**config.mk**
```make
export PLATFORM = sky130hd
export DESIGN_NAME = mia_arith_unit
export DESIGN_NICKNAME = d
export VERILOG_FILES = /design/src/rtl/mia_pkg.sv /design/src/rtl/mia_addsub.sv /design/src/rtl/mia_lead_count.sv /design/src/rtl/mia_mult.sv /design/src/rtl/mia_arith_unit.sv
export SDC_FILE = /design/constraint.sdc
export NUM_CORES = 2
export LEC_CHECK = 0
export ABC_AREA = 1
export ABC_CLOCK_PERIOD_IN_PS = 16600
export BUFFER_PORTS_ARGS = -buffer_cell sky130_fd_sc_hd__buf_2
export CORE_UTILIZATION = 45
export DETAILED_ROUTE_END_ITERATION = 10
export PLACE_DENSITY = 0.7
export SLEW_MARGIN = 30
export SYNTH_ARGS = -nofsm -noshare
export SYNTH_HDL_FRONTEND = slang
export SYNTH_SLANG_ARGS = --single-unit
```
**constraint.sdc**
```tcl
create_clock -name vclk -period 16.6
set_input_delay 3.32 -clock vclk [all_inputs]
set_output_delay 3.32 -clock vclk [all_outputs]
set_load 0.05 [all_outputs]
```
**src/rtl/mia_pkg.sv**
```systemverilog
// Package: operation codes and widths shared by the arithmetic unit,
// its checker and its bench. Assumes a 5-bit operation select.
package mia_pkg;
    localparam int OP_W = 5;

    localparam logic [OP_W-1:0] OPC_NONE  = 5'd0;
    localparam logic [OP_W-1:0] OPC_ADD   = 5'd1;
    localparam logic [OP_W-1:0] OPC_ADDU  = 5'd2;
    localparam logic [OP_W-1:0] OPC_SUB   = 5'd3;
    localparam logic [OP_W-1:0] OPC_SUBU  = 5'd4;
    localparam logic [OP_W-1:0] OPC_SLT   = 5'd5;
    localparam logic [OP_W-1:0] OPC_SLTU  = 5'd6;
    localparam logic [OP_W-1:0] OPC_CLZ   = 5'd7;
    localparam logic [OP_W-1:0] OPC_CLO   = 5'd8;
    localparam logic [OP_W-1:0] OPC_MUL   = 5'd9;
    localparam logic [OP_W-1:0] OPC_MULT  = 5'd10;
    localparam logic [OP_W-1:0] OPC_MULTU = 5'd11;
    localparam logic [OP_W-1:0] OPC_ADDI  = 5'd12;
    localparam logic [OP_W-1:0] OPC_ADDIU = 5'd13;
    localparam logic [OP_W-1:0] OPC_SLTI  = 5'd14;
    localparam logic [OP_W-1:0] OPC_SLTIU = 5'd15;
endpackage

```
**src/rtl/mia_addsub.sv**
```systemverilog
// Module: shared adder for add and subtract. Subtract adds the inverted
// second operand plus one. Flags two's-complement overflow of the true
// signed result. Purely combinational.
module mia_addsub #(
    parameter int W = 32
) (
    input  logic [W-1:0] a,
    input  logic [W-1:0] b,
    input  logic         sub,
    output logic [W-1:0] sum,
    output logic         ovf
);
    localparam int MSB = W - 1;

    logic [W-1:0] b_eff;

    // Select the true or inverted second operand and add.
    always_comb begin
        b_eff = sub ? ~b : b;
        sum   = a + b_eff + W'(sub);
    end

    // Overflow: the operand signs allow it and the result sign flipped.
    always_comb begin
        if (sub) ovf = (a[MSB] != b[MSB]) && (sum[MSB] != a[MSB]);
        else     ovf = (a[MSB] == b[MSB]) && (sum[MSB] != a[MSB]);
    end
endmodule

```
**src/rtl/mia_lead_count.sv**
```systemverilog
// Module: counts the run of bits equal to the chosen polarity, starting
// at the most significant bit. Returns W when every bit matches.
// Purely combinational.
module mia_lead_count #(
    parameter int W  = 32,
    parameter int CW = $clog2(W + 1)
) (
    input  logic [W-1:0]  val,
    input  logic          count_ones,
    output logic [CW-1:0] count
);
    logic [W-1:0] probe;

    // Reduce both counts to a leading-zero count.
    always_comb probe = count_ones ? ~val : val;

    // The highest set bit of the probe ends the run.
    always_comb begin
        count = CW'(W);
        for (int i = 0; i < W; i++) begin
            if (probe[i]) count = CW'(W - 1 - i);
        end
    end
endmodule

```
**src/rtl/mia_mult.sv**
```systemverilog
// Module: double-width multiplier. It extends both operands to 2W bits
// by sign or zero and keeps 2W product bits, which fit the true product
// in either mode. Purely combinational.
module mia_mult #(
    parameter int W = 32
) (
    input  logic [W-1:0]   a,
    input  logic [W-1:0]   b,
    input  logic           signed_mode,
    output logic [2*W-1:0] prod
);
    logic [2*W-1:0] a_ext;
    logic [2*W-1:0] b_ext;

    // Extend operands according to the signedness mode, then multiply.
    always_comb begin
        a_ext = {{W{signed_mode & a[W-1]}}, a};
        b_ext = {{W{signed_mode & b[W-1]}}, b};
        prod  = a_ext * b_ext;
    end
endmodule

```
**src/rtl/mia_arith_unit.sv**
```systemverilog
// Module: integer arithmetic execute unit. It combines the shared adder,
// the compares, the leading-bit counter and the multiplier, and selects
// the outputs by operation code. Assumes immediates arrive sign-extended
// on opb. A checked overflow drops the register write instead of
// trapping. Purely combinational: the pipeline registers around it hold
// state.
module mia_arith_unit
    import mia_pkg::*;
#(
    parameter int DATA_W = 32,
    parameter int ADDR_W = 5
) (
    input  logic [OP_W-1:0]   op_sel,
    input  logic [DATA_W-1:0] opa,
    input  logic [DATA_W-1:0] opb,
    input  logic [ADDR_W-1:0] dst_in,
    input  logic              wb_req,
    output logic              wb_en,
    output logic [ADDR_W-1:0] dst_out,
    output logic [DATA_W-1:0] result,
    output logic [DATA_W-1:0] hi_val,
    output logic [DATA_W-1:0] lo_val,
    output logic              hi_we,
    output logic              lo_we
);
    localparam int CNT_W  = $clog2(DATA_W + 1);
    localparam int PROD_W = 2 * DATA_W;

    logic              is_sub;
    logic [DATA_W-1:0] as_sum;
    logic              as_ovf;
    logic [CNT_W-1:0]  lead_cnt;
    logic [PROD_W-1:0] prod;
    logic              lt_s;
    logic              lt_u;

    // Subtract-type codes route through the adder in subtract mode.
    always_comb is_sub = (op_sel == OPC_SUB) || (op_sel == OPC_SUBU);

    mia_addsub #(.W(DATA_W)) u_addsub (
        .a   (opa),
        .b   (opb),
        .sub (is_sub),
        .sum (as_sum),
        .ovf (as_ovf)
    );

    mia_lead_count #(.W(DATA_W), .CW(CNT_W)) u_lead (
        .val        (opa),
        .count_ones (op_sel == OPC_CLO),
        .count      (lead_cnt)
    );

    mia_mult #(.W(DATA_W)) u_mult (
        .a           (opa),
        .b           (opb),
        .signed_mode (op_sel != OPC_MULTU),
        .prod        (prod)
    );

    // Signed and unsigned less-than for the compare codes.
    always_comb begin
        lt_s = $signed(opa) < $signed(opb);
        lt_u = opa < opb;
    end

    // Output selection by operation code.
    always_comb begin
        wb_en   = wb_req;
        dst_out = dst_in;
        result  = '0;
        hi_val  = '0;
        lo_val  = '0;
        hi_we   = 1'b0;
        lo_we   = 1'b0;
        case (op_sel)
            OPC_ADD, OPC_SUB, OPC_ADDI: begin
                result = as_sum;
                wb_en  = wb_req & ~as_ovf;
            end
            OPC_ADDU, OPC_SUBU, OPC_ADDIU: result = as_sum;
            OPC_SLT, OPC_SLTI:             result = DATA_W'(lt_s);
            OPC_SLTU, OPC_SLTIU:           result = DATA_W'(lt_u);
            OPC_CLZ, OPC_CLO:              result = DATA_W'(lead_cnt);
            OPC_MUL:                       result = prod[DATA_W-1:0];
            OPC_MULT, OPC_MULTU: begin
                wb_en  = 1'b0;
                hi_val = prod[PROD_W-1:DATA_W];
                lo_val = prod[DATA_W-1:0];
                hi_we  = 1'b1;
                lo_we  = 1'b1;
            end
            default: begin
                wb_en   = 1'b0;
                dst_out = '0;
            end
        endcase
    end
endmodule

```
==> impl_metrics.env <==
export IMPL_rows=112
export IMPL_worst_slew_pin_slew_ps=1080
export IMPL_grt_util_all_layers_pct=28.7
export IMPL_ios=179
export IMPL_syn_avg_cell_area_um2=8.01
export IMPL_post_dp_hpwl_um=111000
export IMPL_drc=0
export IMPL_hold_start="wb_req"
export IMPL_grt_pass1_wl_um=209000
export IMPL_crit_required_ps=13280
export IMPL_hold_violations=0
export IMPL_cp_slowest_cell="fa_1"
export IMPL_period_share_pct=93.3
export IMPL_nClkBuffers=0
export IMPL_wl_per_cell_um=19.9
export IMPL_vias=34151
export IMPL_final_common_cell="inv_1"
export IMPL_syn_to_final_growth_pct=4.82
export IMPL_setup_tns_ps=0
export IMPL_start_util_pct=45.6
export IMPL_max_freq_mhz=64.6
export IMPL_cpMostUsedCell="fa_1"
export IMPL_finalMaxSlewViolations=0
export IMPL_fillCellCount=9148
export IMPL_pre_cts_slack_ps=1210
export IMPL_regArea_um2=0
export IMPL_layout_setup_ws_ps=1110
export IMPL_postCtsSetupRepairBufs=0
export IMPL_path_max_fanout=18
export IMPL_hold_class="input pin to primary output"
export IMPL_overflow=0
export IMPL_finalNetCount=6853
export IMPL_relSlewSlack_pct=28.0
export IMPL_cp_end_kind="primary output"
export IMPL_ctsHoldBuffers=0
export IMPL_wirelength_um=131000
export IMPL_die_w_um=310
export IMPL_numPortBuffers=179
export IMPL_gp_congestion=0.999
export IMPL_yosysWarnings=0
export IMPL_syn_num_nets=6851
export IMPL_critical_path_max_stage_delay_ps=940
export IMPL_antenna_found_initial=4
export IMPL_status="complete, no violations"
export IMPL_seq_area_frac_synth_pct=0
export IMPL_drtAntennaViolNets=0
export IMPL_worstPathArrival_ps=12170
export IMPL_maxCapViolations=0
export IMPL_synth_distinct_cells=56
export IMPL_final_layout_size_suffix_gt1_share_pct=6.06
export IMPL_vias_per_cell=5.17
export IMPL_start_kind="input pin"
export IMPL_grt_max_degree=38
export IMPL_first_iter_violations=2709
export IMPL_synth_cells=5344
export IMPL_setup_violations=0
export IMPL_min_path_cells=4
export IMPL_firstDrtPassIters=6
export IMPL_layout_common_cells="inv_1, nand2_1, fa_1"
export IMPL_syn_area_um2=42800
export IMPL_holdPathEnd="wb_en"
export IMPL_cts_resized=0
export IMPL_critical_path_class="input pin to primary output"
export IMPL_dieArea_um2=96300
export IMPL_finalCriticalPeriod_ps=15490
export IMPL_core_um2=93700
export IMPL_rsz0062_at_grt="false"
export IMPL_grt_pass1_vias=37093
export IMPL_seq_cells=0
export IMPL_die_h_um=310
[layer usage]
metal	up-vias	track usage, %	wire length [µm]
met5	-	0	0
met4	0	12.0	6780
met3	328	4.19	11200
met2	1592	49.7	64100
met1	17266	35.7	49000
li1	14965	-	-
[kinds of logic after synthesis]
group	Yosys count	synth area share [%]
AO/OA/AOI/OAI	335	4.88
XOR/XNOR	144	2.95
adder cells (fa/ha/maj)	1432	61.6
buffers and inverters	1906	16.8
AND/OR/NAND/NOR	1527	13.8
[cell usage after synthesis (all sizes together), types with 3 or more instances]
library cell	n	area, µm²
inv	1652	6200
o221ai	9	78.8
o21a	8	60.1
a41oi	3	26.3
o211ai	5	42.5
o31ai	8	73.8
o22ai	18	113
or2	13	81.3
buf	7	50.1
nand2	1236	4650
a21o	6	45.0
a211oi	4	30.0
a21oi	145	778
fa	1126	22500
a31oi	20	131
nand4	9	56.3
a221oi	3	26.3
nand3	30	160
nor2	220	833
o21bai	5	41.3
a21boi	9	86.3
and2	3	18.8
clkbuf	245	920
xor2	96	841
ha	306	3830
nor3	13	70.1
xnor2	48	420
o21ai	85	493
[metrics by stage]
| step | hold slack [ps] | util [%] | area (µm²) | cells |
|---|---|---|---|---|
| 6_report | 7010 | 47.8 | 44900 | 6600 |
| 5_1_grt | 7020 | 47.8 | 44900 | 6599 |
| 4_1_cts | 7010 | 47.8 | 44800 | 6598 |
| 3_5_place_dp | 7010 | 47.8 | 44800 | 6598 |
| 3_3_place_gp | 7010 | 47.8 | 44800 | 6598 |
| 2_1_floorplan | 6870 | - | 42800 | 5344 |
[worst max-delay path by stage]
stage	depth (start not counted)	endpoint	startpoint	slack [ps]
after floorplan	29	hi_val[31]	op_sel[2]	2230
after detailed placement	31	hi_val[24]	op_sel[2]	1210
after global placement	29	hi_val[24]	op_sel[2]	1330
final	31	hi_val[24]	op_sel[2]	1110
after global routing	31	hi_val[24]	op_sel[2]	700
after CTS	31	hi_val[24]	op_sel[2]	1180
[worst max-delay path: cells and delay by family]
family	cells	cell delay [ps]
AOI/OAI and AO/OA	5	1120
xor gates and xnor gates	1	200
adders and majority gates	9	4900
and+or+nand+nor	5	950
buffers and inverters	11	1660
[final cells by class]
cell class                      instances  area (µm²)  area share [%]
Tap cell                             1254        1570            3.50
Multi-Input combinational cell       3438       35600            79.4
Timing Repair Buffer                  252        1440            3.22
Inverter                             1654        6210            13.8
Antenna cell                            2        5.00          0.0112
Power is not shown: default switching activity piles up to over one toggle a cycle in this logic, so the estimate is an artifact.
